## config.mk

```make
export PLATFORM = sky130hd
export DESIGN_NAME = rxs_serial_out
export DESIGN_NICKNAME = d
export VERILOG_FILES = /design/src/rtl/rxs_pkg.sv /design/src/rtl/rxs_bit_timer.sv /design/src/rtl/rxs_byte_shifter.sv /design/src/rtl/rxs_frame_ctrl.sv /design/src/rtl/rxs_serial_out.sv
export SDC_FILE = /design/constraint.sdc
export NUM_CORES = 1
export LEC_CHECK = 0
export CAP_MARGIN = 20
export CELL_PAD_IN_SITES_DETAIL_PLACEMENT = 0
export CELL_PAD_IN_SITES_GLOBAL_PLACEMENT = 1
export CORE_MARGIN = 4
export CORE_UTILIZATION = 33
export DETAILED_ROUTE_END_ITERATION = 7
export PLACE_DENSITY = 0.65
export RECOVER_POWER = 50
export SLEW_MARGIN = 20
export SYNTH_ARGS = -nofsm -noshare
export SYNTH_HDL_FRONTEND = slang
export SYNTH_SLANG_ARGS = --single-unit
```

## constraint.sdc

```tcl
create_clock -name clk -period 2.6 [get_ports clk]
set_clock_uncertainty 0.1 [all_clocks]
set_input_delay 0.52 -clock clk [delete_from_list [all_inputs] [get_ports clk]]
set_output_delay 0.52 -clock clk [all_outputs]
set_load 0.05 [all_outputs]
```

## src/rtl/rxs_pkg.sv

```systemverilog
package rxs_pkg;

    localparam int BYTE_BITS = 8;
    localparam int IDX_W     = $clog2(BYTE_BITS);

    typedef enum logic [1:0] {
        ST_IDLE = 2'd0,
        ST_HDR  = 2'd1,
        ST_CRC  = 2'd2,
        ST_PAY  = 2'd3
    } rx_state_e;

    typedef struct packed {
        logic                 crc;
        logic [BYTE_BITS-1:0] data;
    } rx_byte_t;

    // Longest half period: unit scaled by the largest rate code.
    function automatic int max_half(int unit, int rate_w);
        return unit << ((1 << rate_w) - 1);
    endfunction

endpackage

```

## src/rtl/rxs_bit_timer.sv

```systemverilog
module rxs_bit_timer #(
    parameter int CNT_W = 5
) (
    input  logic             clk,
    input  logic             rst,
    input  logic             run,
    input  logic [CNT_W-1:0] half_len,
    output logic             phase,
    output logic             boundary
);

    logic [CNT_W-1:0] cnt;
    logic             half_end;

    assign half_end = (cnt == half_len - CNT_W'(1));

    always_ff @(posedge clk) begin
        if (rst || !run) begin
            cnt   <= '0;
            phase <= 1'b0;
        end else if (half_end) begin
            cnt   <= '0;
            phase <= ~phase;
        end else begin
            cnt <= cnt + CNT_W'(1);
        end
    end

    // End of the high half: next edge starts a new bit.
    assign boundary = run && phase && half_end;

endmodule

```

## src/rtl/rxs_byte_shifter.sv

```systemverilog
module rxs_byte_shifter
    import rxs_pkg::*;
(
    input  logic     clk,
    input  logic     rst,
    input  logic     wr,
    input  rx_byte_t wr_byte,
    input  logic     load,
    input  logic     shift,
    output logic     cur_bit,
    output logic     last_bit,
    output logic     next_crc
);

    rx_byte_t             hold_q;
    rx_byte_t             src;
    logic [BYTE_BITS-1:0] sh_q;
    logic [IDX_W-1:0]     idx_q;

    // A write in the load cycle bypasses the holding register.
    assign src = wr ? wr_byte : hold_q;

    always_ff @(posedge clk) begin
        if (rst) begin
            hold_q <= '0;
            sh_q   <= '0;
            idx_q  <= '0;
        end else begin
            if (wr) begin
                hold_q <= wr_byte;
            end
            if (load) begin
                sh_q  <= src.data;
                idx_q <= '0;
            end else if (shift) begin
                sh_q  <= sh_q >> 1;
                idx_q <= idx_q + IDX_W'(1);
            end
        end
    end

    assign cur_bit  = sh_q[0];
    assign last_bit = (idx_q == IDX_W'(BYTE_BITS - 1));
    assign next_crc = src.crc;

endmodule

```

## src/rtl/rxs_frame_ctrl.sv

```systemverilog
module rxs_frame_ctrl
    import rxs_pkg::*;
(
    input  logic      clk,
    input  logic      rst,
    input  logic      sfd,
    input  logic      boundary,
    input  logic      last_bit,
    input  logic      next_crc,
    input  logic      stop_req,
    output rx_state_e state,
    output logic      start,
    output logic      load,
    output logic      shift
);

    rx_state_e state_q;
    logic      pend_q;
    logic      stop_now;
    logic      byte_end;

    assign start    = (state_q == ST_IDLE) && sfd;
    assign stop_now = boundary && (pend_q || stop_req);
    assign byte_end = boundary && !stop_now && last_bit;
    assign load     = start || byte_end;
    assign shift    = boundary && !stop_now && !last_bit;
    assign state    = state_q;

    always_ff @(posedge clk) begin
        if (rst) begin
            state_q <= ST_IDLE;
            pend_q  <= 1'b0;
        end else begin
            if (state_q == ST_IDLE || stop_now) begin
                pend_q <= 1'b0;
            end else if (stop_req) begin
                pend_q <= 1'b1;
            end

            if (start) begin
                state_q <= ST_HDR;
            end else if (stop_now) begin
                state_q <= ST_IDLE;
            end else if (byte_end) begin
                case (state_q)
                    ST_HDR:  if (next_crc)  state_q <= ST_CRC;
                    ST_CRC:  if (!next_crc) state_q <= ST_PAY;
                    default: state_q <= state_q;
                endcase
            end
        end
    end

endmodule

```

## src/rtl/rxs_serial_out.sv

```systemverilog
module rxs_serial_out
    import rxs_pkg::*;
#(
    parameter int  HALF_UNIT = 2,
    parameter int  RATE_W    = 2,
    localparam int MAX_HALF  = max_half(HALF_UNIT, RATE_W),
    localparam int CNT_W     = $clog2(MAX_HALF + 1)
) (
    input  logic              clk,
    input  logic              rst,
    input  logic [RATE_W-1:0] rate_sel,
    input  logic              clk_inv,
    input  logic              sfd_det,
    input  logic              byte_wr,
    input  logic [7:0]        byte_data,
    input  logic              byte_crc,
    input  logic              eop,
    input  logic              carrier_lost,
    output logic              rxd,
    output logic              rxclk,
    output logic              data_rdy
);

    rx_state_e         state;
    logic              start;
    logic              load;
    logic              shift;
    logic              phase;
    logic              boundary;
    logic              cur_bit;
    logic              last_bit;
    logic              next_crc;
    logic              clk_on;
    logic [RATE_W-1:0] rate_q;
    logic [CNT_W-1:0]  half_len;
    rx_byte_t          wr_byte;

    assign wr_byte  = '{crc: byte_crc, data: byte_data};
    assign half_len = CNT_W'(HALF_UNIT) << rate_q;

    // Rate is frozen for the whole frame.
    always_ff @(posedge clk) begin
        if (rst) begin
            rate_q <= '0;
        end else if (start) begin
            rate_q <= rate_sel;
        end
    end

    rxs_frame_ctrl i_ctrl (
        .clk      (clk),
        .rst      (rst),
        .sfd      (sfd_det),
        .boundary (boundary),
        .last_bit (last_bit),
        .next_crc (next_crc),
        .stop_req (eop || carrier_lost),
        .state    (state),
        .start    (start),
        .load     (load),
        .shift    (shift)
    );

    rxs_bit_timer #(.CNT_W(CNT_W)) i_timer (
        .clk      (clk),
        .rst      (rst),
        .run      (state != ST_IDLE),
        .half_len (half_len),
        .phase    (phase),
        .boundary (boundary)
    );

    rxs_byte_shifter i_shift (
        .clk      (clk),
        .rst      (rst),
        .wr       (byte_wr),
        .wr_byte  (wr_byte),
        .load     (load),
        .shift    (shift),
        .cur_bit  (cur_bit),
        .last_bit (last_bit),
        .next_crc (next_crc)
    );

    // State and phase both change only at a bit boundary, where phase
    // returns low, so gating never cuts a pulse short.
    assign clk_on   = (state == ST_HDR) || (state == ST_PAY);
    assign rxclk    = (phase && clk_on) ^ clk_inv;
    assign rxd      = clk_on && cur_bit;
    assign data_rdy = (state == ST_PAY);

endmodule

```

# ---- Yosys cells after proc, flatten, opt, wreduce, memory -nomap -nowiden
# Index checks and enable logic that the tools add are counted.
dict set report totals {
  inputBits 18
  out_inout_bits 3
  register_bits 31
}
dict set report classes {
  shift 1
  bitwise 2
  reduce_logical 30
  n_eq_ne 9
  addsub 3
  muxes 9
}
# cell n
set op_table {}
lappend op_table {{two-way mux 8 bit} 2}
lappend op_table {{logical AND 1 bit} 9}
lappend op_table {{two-way mux 9 bit} 1}
lappend op_table {{AND reduction 4 bit} 2}
lappend op_table {{logical OR 1 bit} 6}
lappend op_table {{nonzero test 2 bit} 3}
lappend op_table {{OR reduction 2 bit} 3}
lappend op_table {{adder 5 x 1 -> 5 bit (second input constant)} 1}
lappend op_table {{equality test 5 bit} 1}
lappend op_table {{left shift 2 x 2 -> 5 bit (first input constant)} 1}
lappend op_table {{subtractor 5 x 1 -> 5 bit (second input constant)} 1}
lappend op_table {{equality test 2 bit (second input constant)} 2}
lappend op_table {{two-way mux 2 bit} 2}
lappend op_table {{inequality test 4 x 1 -> 1 bit (second input constant)} 1}
lappend op_table {{inequality test 4 bit (second input constant)} 1}
lappend op_table {{one-hot mux 2 bit (2 select lines)} 1}
lappend op_table {{nonzero test 4 bit} 1}
lappend op_table {{adder 3 x 1 -> 3 bit (second input constant)} 1}
lappend op_table {{equality test 3 bit (second input constant)} 1}
lappend op_table {{zero test 1 bit} 3}
lappend op_table {{two-way mux 1 bit} 3}
lappend op_table {{nonzero test 3 bit} 1}
lappend op_table {{OR reduction 3 bit} 1}
lappend op_table {{equality test 2 x 1 -> 1 bit (second input constant)} 1}
lappend op_table {{5 further kinds} 5}

# ---- Depth between registers and ports, before layout
# Gate-level depths: netlist (run 1).
dict set report logic_depth {
  depth_word 11
  mapped_depth 9
  depth_no_buf 7
}

# ---- Hierarchy
# A second synthesis (run 1) with hierarchy kept.
dict set report unflattened {
  hier_cells 151
  area_unflattened_um2 1589.0
}
# module cells_per_inst area_per_inst_um2 seq_area_each_um2 instances
set modules_own_cells {}
lappend modules_own_cells {rxs_byte_shifter 69 829.5 400.4 1}
lappend modules_own_cells {rxs_bit_timer 40 387.9 120.1 1}
lappend modules_own_cells {rxs_frame_ctrl 25 240.2 60.1 1}
lappend modules_own_cells {rxs_serial_out 17 131.4 40.0 1}

# ---- Least setup slack after synthesis (run 1)
# No wires, ideal clock.
dict set report synth_timing {
  kind {register to output}
  startpoint {register i_ctrl.state_q[1], in the netlist i_ctrl.state[1]}
  endpoint {output port rxclk}
  slack_ps 110
  stages_incl_launch_ff 4
  t_arrival_ps 1870
  required_time_ps 1980
  path_cell_list {dfxtp_1 > ha_1 > o21ai_0 > xnor2_1}
}
dict set report synth_between {
  elab_chain_len 4
  word_cells_on_any_way 5
  classes_between {2 x eq/ne; 1 x bitwise; 2 x reduce/logical}
}
# element line
set synth_rtl {}
lappend synth_rtl {{from (decl)} rxs_frame_ctrl.sv:17} ;# rx_state_e state_q;
lappend synth_rtl {{from (signal assigned)} rxs_frame_ctrl.sv:48} ;# default: state_q <= state_q;
lappend synth_rtl {{equality test 2 bit} --}
lappend synth_rtl {{via data_rdy} rxs_serial_out.sv:21} ;# output logic data_rdy
lappend synth_rtl {{logical OR 1 bit} rxs_serial_out.sv:87} ;# assign clk_on = (state == ST_HDR) || (state == ST_PAY);
lappend synth_rtl {{logical AND 1 bit} rxs_serial_out.sv:88} ;# assign rxclk = (phase && clk_on) ^ clk_inv;
lappend synth_rtl {{bitwise XOR 1 bit} rxs_serial_out.sv:88}
lappend synth_rtl {{to (decl)} rxs_serial_out.sv:20} ;# output logic rxclk,
# The timed path passes the listed nets, and every way through them passes these cells.

# ---- Worst setup path in the final report (run 1)
dict set report layout_timing {
  startpoint {register i_ctrl.state_q[1], in the netlist i_ctrl.state[1]}
  endpoint {output port rxd}
}
dict set report layout_between {
  elab_chain_len 3
  word_cells_on_any_way 4
  classes_between {2 x eq/ne; 2 x reduce/logical}
}
# element line
set layout_rtl {}
lappend layout_rtl {{equality test 2 x 1 -> 1 bit or equality test 2 bit (tied branches)} rxs_serial_out.sv:87}
lappend layout_rtl {{logical OR 1 bit *} rxs_serial_out.sv:87}
lappend layout_rtl {{logical AND 1 bit *} rxs_serial_out.sv:89} ;# assign rxd = clk_on && cur_bit;
lappend layout_rtl {{to (decl)} rxs_serial_out.sv:19} ;# output logic rxd,
# Mark *: on every way between the ends. The rest lies on a longest branch, timed or not.

==> results of run 1 <==
## state kept, by name, summed over array words and instances, names as in the netlist
name / count
i_shift.hold_q: 9
i_shift.sh_q: 8
i_shift.idx_q: 3
i_timer.phase: 1
rate_q: 2
i_ctrl.pend_q: 1
i_ctrl.state: 2
i_timer.cnt: 5
## layer usage
metal	wire length (um)	part of all wire, %	global-route usage [%]
met5	0	0	0
met1	1455	48	16.22
met4	78	2.6	6.237
met3	132	4.3	4.104
met2	1369	45	19.59
## per-stage QoR
step / utilization [%] / hold WS, ps / power (uW) / cell area, um^2 / instances
6_report: 44.49 / 380.8 / 1114 / 1818 / 225
5_1_grt: 44.49 / 413.6 / 1169 / 1818 / 225
4_1_cts: 44.58 / 379.8 / 1131 / 1822 / 225
3_5_place_dp: 41.70 / 367.2 / 637.9 / 1704 / 217
3_3_place_gp: 41.70 / 360.2 / 635.7 / 1704 / 217
2_1_floorplan: - / 349.0 / 584.6 / 1425 / 148
## logic make-up after synthesis
group | count (synthesis) | share of synthesized area, %
compound gates | 28 | 17.82
xor+xnor | 5 | 3.073
fa+ha+maj | 7 | 6.145
buf+inv | 9 | 2.721
flops | 31 | 43.55
mux | 11 | 7.726
simple gates | 57 | 18.96
## synthesized netlist by cell type (2+ instances only)
library cell	count
nor3_1	4
mux2i_1	11
nand2_1	12
xor2_1	2
a221o_1	7
clkbuf_1	3
dfxtp_1	31
nand3_1	5
a21o_1	2
ha_1	7
a21oi_1	6
or3_1	2
nand2b_1	4
a31oi_1	2
xnor2_1	3
nor2_1	23
nand3b_1	2
inv_1	4
and3_1	2
## area by class of cell
type | instances | area, um^2
Fill cell | 419 | 2268
Sequential cell | 31 | 620.6
Tap cell | 50 | 62.56
Multi-Input combinational cell | 108 | 765.7
Clock inverter | 2 | 35.03
Timing Repair Buffer | 24 | 236.5
Inverter | 4 | 15.01
Clock buffer | 6 | 82.58
## worst min path at each step
stage | startpoint | endpoint | slack (ps) | cells past startpoint
2_1_floorplan | i_shift.idx_q[1] | i_shift.idx_q[1] | 350 | 2
3_3_place_gp | i_shift.idx_q[1] | i_shift.idx_q[1] | 360 | 2
3_5_place_dp | i_shift.idx_q[2] | i_shift.idx_q[2] | 370 | 2
4_1_cts | i_shift.idx_q[2] | i_shift.idx_q[2] | 380 | 2
5_1_grt | i_shift.sh_q[4] | i_shift.sh_q[3] | 410 | 1
6_report | i_shift.idx_q[2] | i_shift.idx_q[2] | 380 | 2
## critical path, stage by stage (launching register included)
cell and delay [ps]:
dfxtp_1 380, inv_1 80, ha_1 210, o21a_1 190
clkdlybuf4s50_1 700
## report_power, final
| part | total (uW) | internal [uW] | switching (uW) |
|---|---|---|---|
| Sequential | 506 | 496 | 10.7 |
| Clock | 489 | 310 | 179 |
| Combinational | 119 | 61.4 | 57.5 |
| Total | 1110 | 867 | 247 |
==> metrics.md, run 1 <==
| Metric | Value |
|---|---|
| Status | finished, final reports clean |
| Tot GR Track Use | 12.83% |
| GP Congestion | 0.7328 |
| Final hold vios | 0 |
| Worst EP required | 1980 ps |
| Crit. End Element | output port |
| Synth warn | 0 |
| Share of layout cells above drive strength 1 | around 11% |
| Num rows | 23 |
| Commonest non-fill, non-tap cell in the layout | dfxtp_1 |
| Root Driver | clkbuf_8 |
| Final Setup Violations | 0 |
| Final ANT Viol Nets | 0 |
| R2R depth | 5 |
| Peak supply drop | 335.8 uV |
| Clock period minus worst slack | approximately 2500 ps |
| Overall routed net length | 3.035 mm |
| Final Cycle Share | 94.45% |
| Most frequent cells in the layout | 31 x dfxtp_1, 23 x nor2_1, 18 x clkdlybuf4s50_1, 12 x nand2_1, 11 x mux2i_1 |
| Largest net degree at the start of global routing | 18 |
| #FFs+latches synth | 31 |
| Worst-Margin Slew | 771.7 ps |
| DRT iter0 DRCs | 69 |
| Post-CTS Setup Bufs | 0 |
| Clock Latency Late Sink | 280 ps |
| IO buf count | 20 |
| Pre-CTS setup slack | 229.4 ps |
| Cts hold-fix bufs | 0 |
| Vias in the first global route | 1,145 |
| Slew margin rel. | 48.55% |
| Area grow syn2layout | 27.57% |
| Gr ovfl total | 0 |
| R2r setup slk | 410 ps |
| Clk sinks | 31 |
| Ports | 21 |
| H-Tree Depth | 2 |
| Setup TNS | 0 ps |
| Synth top area share | 43.55% |
| Post-synth EDFFs | 0 |
| CTS max path bufs | 2 |
| Nets | 199 |
| Highest Clock Rate | approximately 400 MHz |
| Initial Util | 34.87% |
| Maxcap violations | 0 |
| Detailed Routing Iterations Pass 1 | 4 |
| Critical path peak fanout | 4 |
| Antenna violations before repair | 0 |
| Sequential area share after synthesis | 43.55% |
| Avg Cell Area, Syn | between 9 and 10 um^2 |
| Crit. Startpoint | i_ctrl.state[1] |
| Cell taking the most area after synthesis | dfxtp_1 |
| CP endpoint | rxd |
| RSZ-0062 raised after global routing | no |
| Vias/cell | around 5.1 |
| Vias | roughly 1.1k |
| Core area | 0.004086 mm^2 |
| DIE AREA | 0.005434 mm^2 |
| First-pass GRT wire length | between 5 and 6 mm |
| Leak | between 0.0007 and 0.0008 uW |
| Syn nets | approximately 170 |
| Fin. max-slew vios | 0 |
| CTS Buf Count | 5 |
| Top cells by area, synth | dfxtp_1 44%, mux2i_1 7.7%, ha_1 6.1% |
| Detail Placement HPWL | 2.276 mm |
| Mapped cell area | 0.001425 mm^2 |
| Post-route DRC | 0 |
| FF-to-FF End | i_shift.sh_q[5] |
| Critical path type | flop to output port |
| Worst-path clk slew | roughly 60 ps |
| WP data arrival | 1840 ps |
| Hold WC Path Type | flop to flop |
| CTS tree | done |
| Post-synthesis cell type count | 35 |
| Setup ws final | 144.2 ps |
| Prevailing post-synth register cell | dfxtp_1 |
| Cells after synthesis | 148 |
| Chip height | 73.72 um |
| Ys async rst share | 0% |
| Wire length per cell | 13.49 um |
| Launching point of the worst reg2reg path | rate_q[0] |
| Antenna fix cells | 0 |
| Width of the die | 73.72 um |
| Post-cts resize count | 0 |
| PD cells | 612.8 mW/mm^2 |
| Critical Path Start Type | flop |
No activity file was read; power rests on OpenSTA's default activity.
==> inputs of run 2 (changes only) <==
--- a/config.mk
+++ b/config.mk
@@ -5,7 +5,6 @@
 export SDC_FILE = /design/constraint.sdc
 export NUM_CORES = 1
 export LEC_CHECK = 0
-export CAP_MARGIN = 20
 export CELL_PAD_IN_SITES_DETAIL_PLACEMENT = 0
 export CELL_PAD_IN_SITES_GLOBAL_PLACEMENT = 1
 export CORE_MARGIN = 4
@@ -13,6 +12,7 @@
 export DETAILED_ROUTE_END_ITERATION = 7
 export PLACE_DENSITY = 0.65
 export RECOVER_POWER = 50
+export REMOVE_ABC_BUFFERS = 1
 export SLEW_MARGIN = 20
 export SYNTH_ARGS = -nofsm -noshare
 export SYNTH_HDL_FRONTEND = slang
==> run 2 against run 1 <==
Net effect: flip-flop and latch count is the same; first-iteration DRC count shrank 46%; combinational power is essentially flat; largest power group is now the clock network; critical path type unchanged; worst hold slack lost 5.6 ps.
==> metrics.md, run 2 (synthesis gave the netlist of run 1 again) <==
| Metric | Value |
|---|---|
| Hold WC Path Type | flop to flop (unchanged) |
| Final Cycle Share | 95.44% (was 94.45%) |
| Antenna fix cells | 0 (unchanged) |
| NetSw | 245.9 uW (was 247.1 uW) |
| Commonest non-fill, non-tap cell in the layout | dfxtp_1 (unchanged) |
| Wire length per cell | 13.51 um (was 13.49 um) |
| Routed wl met3 | 157 um (was 132 um) |
| CTS tree | done (unchanged) |
| Clk sinks | 31 (unchanged) |
| CTS max path bufs | 2 (unchanged) |
| Clock Latency Late Sink | 280 ps (about the same) |
| Width of the die | 73.72 um (unchanged) |
| Post-CTS Setup Bufs | 0 (unchanged) |
| Critical Path Start Type | flop (unchanged) |
| Largest net degree at the start of global routing | 17 (was 18) |
| Fin. max-slew vios | 0 (unchanged) |
| Share of layout cells above drive strength 1 | 10.29% (was 10.86%) |
| Core area | 0.004086 mm^2 (unchanged) |
| CTS Buf Count | 5 (unchanged) |
| Critical path peak fanout | 4 (unchanged) |
| Root Driver | clkbuf_8 (unchanged) |
| Highest Clock Rate | 403.0 MHz (was 407.2 MHz) |
| Status | finished, final reports clean (unchanged) |
| Most frequent cells in the layout | 31 x dfxtp_1, 23 x nor2_1, 18 x clkdlybuf4s50_1, 12 x nand2_1, 11 x mux2i_1 (unchanged) |
| Comb pwr share | 10.1% (was 10.7%) |
| RSZ-0062 raised after global routing | no (unchanged) |
| Final Setup Violations | 0 (unchanged) |
| GP Congestion | 0.7205 (was 0.7328) |
| Leak | 0.0007299 uW (was 0.0007257 uW) |
| Highest routed layer | met4 (unchanged) |
| Largest Register | i_shift.hold_q (unchanged) |
| First-pass GRT wire length | 5.175 mm (was 5.278 mm) |
| Final hold vios | 0 (unchanged) |
| Vias | 1,147 (was 1,139) |
| Detailed Routing Iterations Pass 1 | 4 (unchanged) |
| Total power draw | 1186 uW (was 1114 uW) |
| Ports | 21 (unchanged) |
| Slew margin rel. | 49.78% (was 48.55%) |
| DIE AREA | 0.005434 mm^2 (unchanged) |
| Critical path type | flop to output port (unchanged) |
| Initial Util | 34.87% (unchanged) |
| Cts hold-fix bufs | 0 (unchanged) |
| Post-cts resize count | 0 (unchanged) |
| Detail Placement HPWL | 2.260 mm (was 2.276 mm) |
| PD cells | 647.1 mW/mm^2 (was 612.8 mW/mm^2) |
| Setup TNS | 0 ps (unchanged) |
| Vias in the first global route | 1,164 (was 1,145) |
| Vias/cell | 5.098 (was 5.062) |
| H-Tree Depth | 2 (unchanged) |
| Gr ovfl total | 0 (unchanged) |
| Final ANT Viol Nets | 0 (unchanged) |
| Overall routed net length | 3.039 mm (was 3.035 mm) |
| Area grow syn2layout | 28.62% (was 27.57%) |
| Switching share of power | 20.73% (was 22.18%) |
| WL met2 | 1.424 mm (was 1.369 mm) |
| Clock period minus worst slack | 2481 ps (was 2456 ps) |
| Fill count | 420 (was 419) |
| Biggest regs | i_shift.hold_q x9, i_shift.sh_q x8, i_timer.cnt x5 (unchanged) |
| Worst EP required | 1980 ps (about the same) |
| Crit. End Element | output port (unchanged) |
| Hold Crit Start | i_shift.idx_q[2] (unchanged) |
| Cell-internal power | 940.3 uW (was 866.9 uW) |
| DRT iter0 DRCs | 37 (was 69) |
| Worst-path clk slew | 60 ps (about the same) |
| Crit. Startpoint | i_ctrl.state[1] (unchanged) |
| WP data arrival | 1860 ps (was 1840 ps) |
| Post-route DRC | 0 (unchanged) |
| IO buf count | 20 (unchanged) |
| Met1 WL | 1.434 mm (was 1.455 mm) |
| Launching point of the worst reg2reg path | rate_q[0] (unchanged) |
| Clock network power share | 47.2% (was 43.9%) |
| Num rows | 23 (unchanged) |
| Peak supply drop | 324.3 uV (was 335.8 uV) |
| Maxcap violations | 0 (unchanged) |
| Chip height | 73.72 um (unchanged) |
| Antenna violations before repair | 0 (unchanged) |
| Worst-Margin Slew | 753.3 ps (was 771.7 ps) |
| Nets | 199 (unchanged) |
| Sequential Power Share | 42.7% (was 45.5%) |
| Tot GR Track Use | 12.49% (was 12.83%) |
| Max FFs per register | 9 (unchanged) |
-- run 2: per-layer routing --
| metal | track usage (%) | vias up |
|---|---|---|
| met4 | 3.622 | 0 |
| met3 | 5.062 | 2 |
| met5 | 0 | - |
| met1 | 14.37 | 536 |
| li1 | - | 587 |
| met2 | 21.16 | 22 |
-- run 2: layout make-up --
| cell class | count | area, um^2 | share of cell area (%) |
|---|---|---|---|
| Inverter | 4 | 15.01 | 0.8191 |
| Timing Repair Buffer | 24 | 236.5 | 12.90 |
| Clock buffer | 6 | 72.57 | 3.959 |
| Multi-Input combinational cell | 108 | 765.7 | 41.77 |
| Clock inverter | 2 | 60.06 | 3.276 |
| Tap cell | 50 | 62.56 | 3.413 |
| Sequential cell | 31 | 620.6 | 33.86 |
-- run 2: final timing paths --
path / depth (start not counted) / slack (ps) / to
min reg2reg: 2 / 380 / i_shift.idx_q[2]
max: 4 / 120 / rxd
max reg2reg: 5 / 420 / i_shift.sh_q[2]
min: 2 / 380 / i_shift.idx_q[2]
-- run 2: power by group through the flow --
stage	logic, uW	registers [uW]	clock network, uW
floorplan	64.3	514	0
global placement	120	517	0
detailed placement	122	517	0
CTS	122	506	579
global route	132	509	609
finish	120	506	560
-- run 2: worst max-delay path: stages (launching register included) --
cell and delay (ps):
dfxtp_1 400, inv_1 80, ha_1 220, o21a_1 190, clkdlybuf4s50_1 690
-- run 2: metrics by stage --
stage	cells	setup slack [ps]	hold WS, ps	utilization, %	instance area [um^2]
floorplan	143	109.9	349.6	-	1401
global placement	217	232.7	355.4	41.70	1704
detailed placement	217	187.0	361.7	41.70	1704
CTS	225	104.2	373.8	44.95	1837
global route	225	46.82	407.3	44.86	1833
finish	225	118.6	375.2	44.86	1833
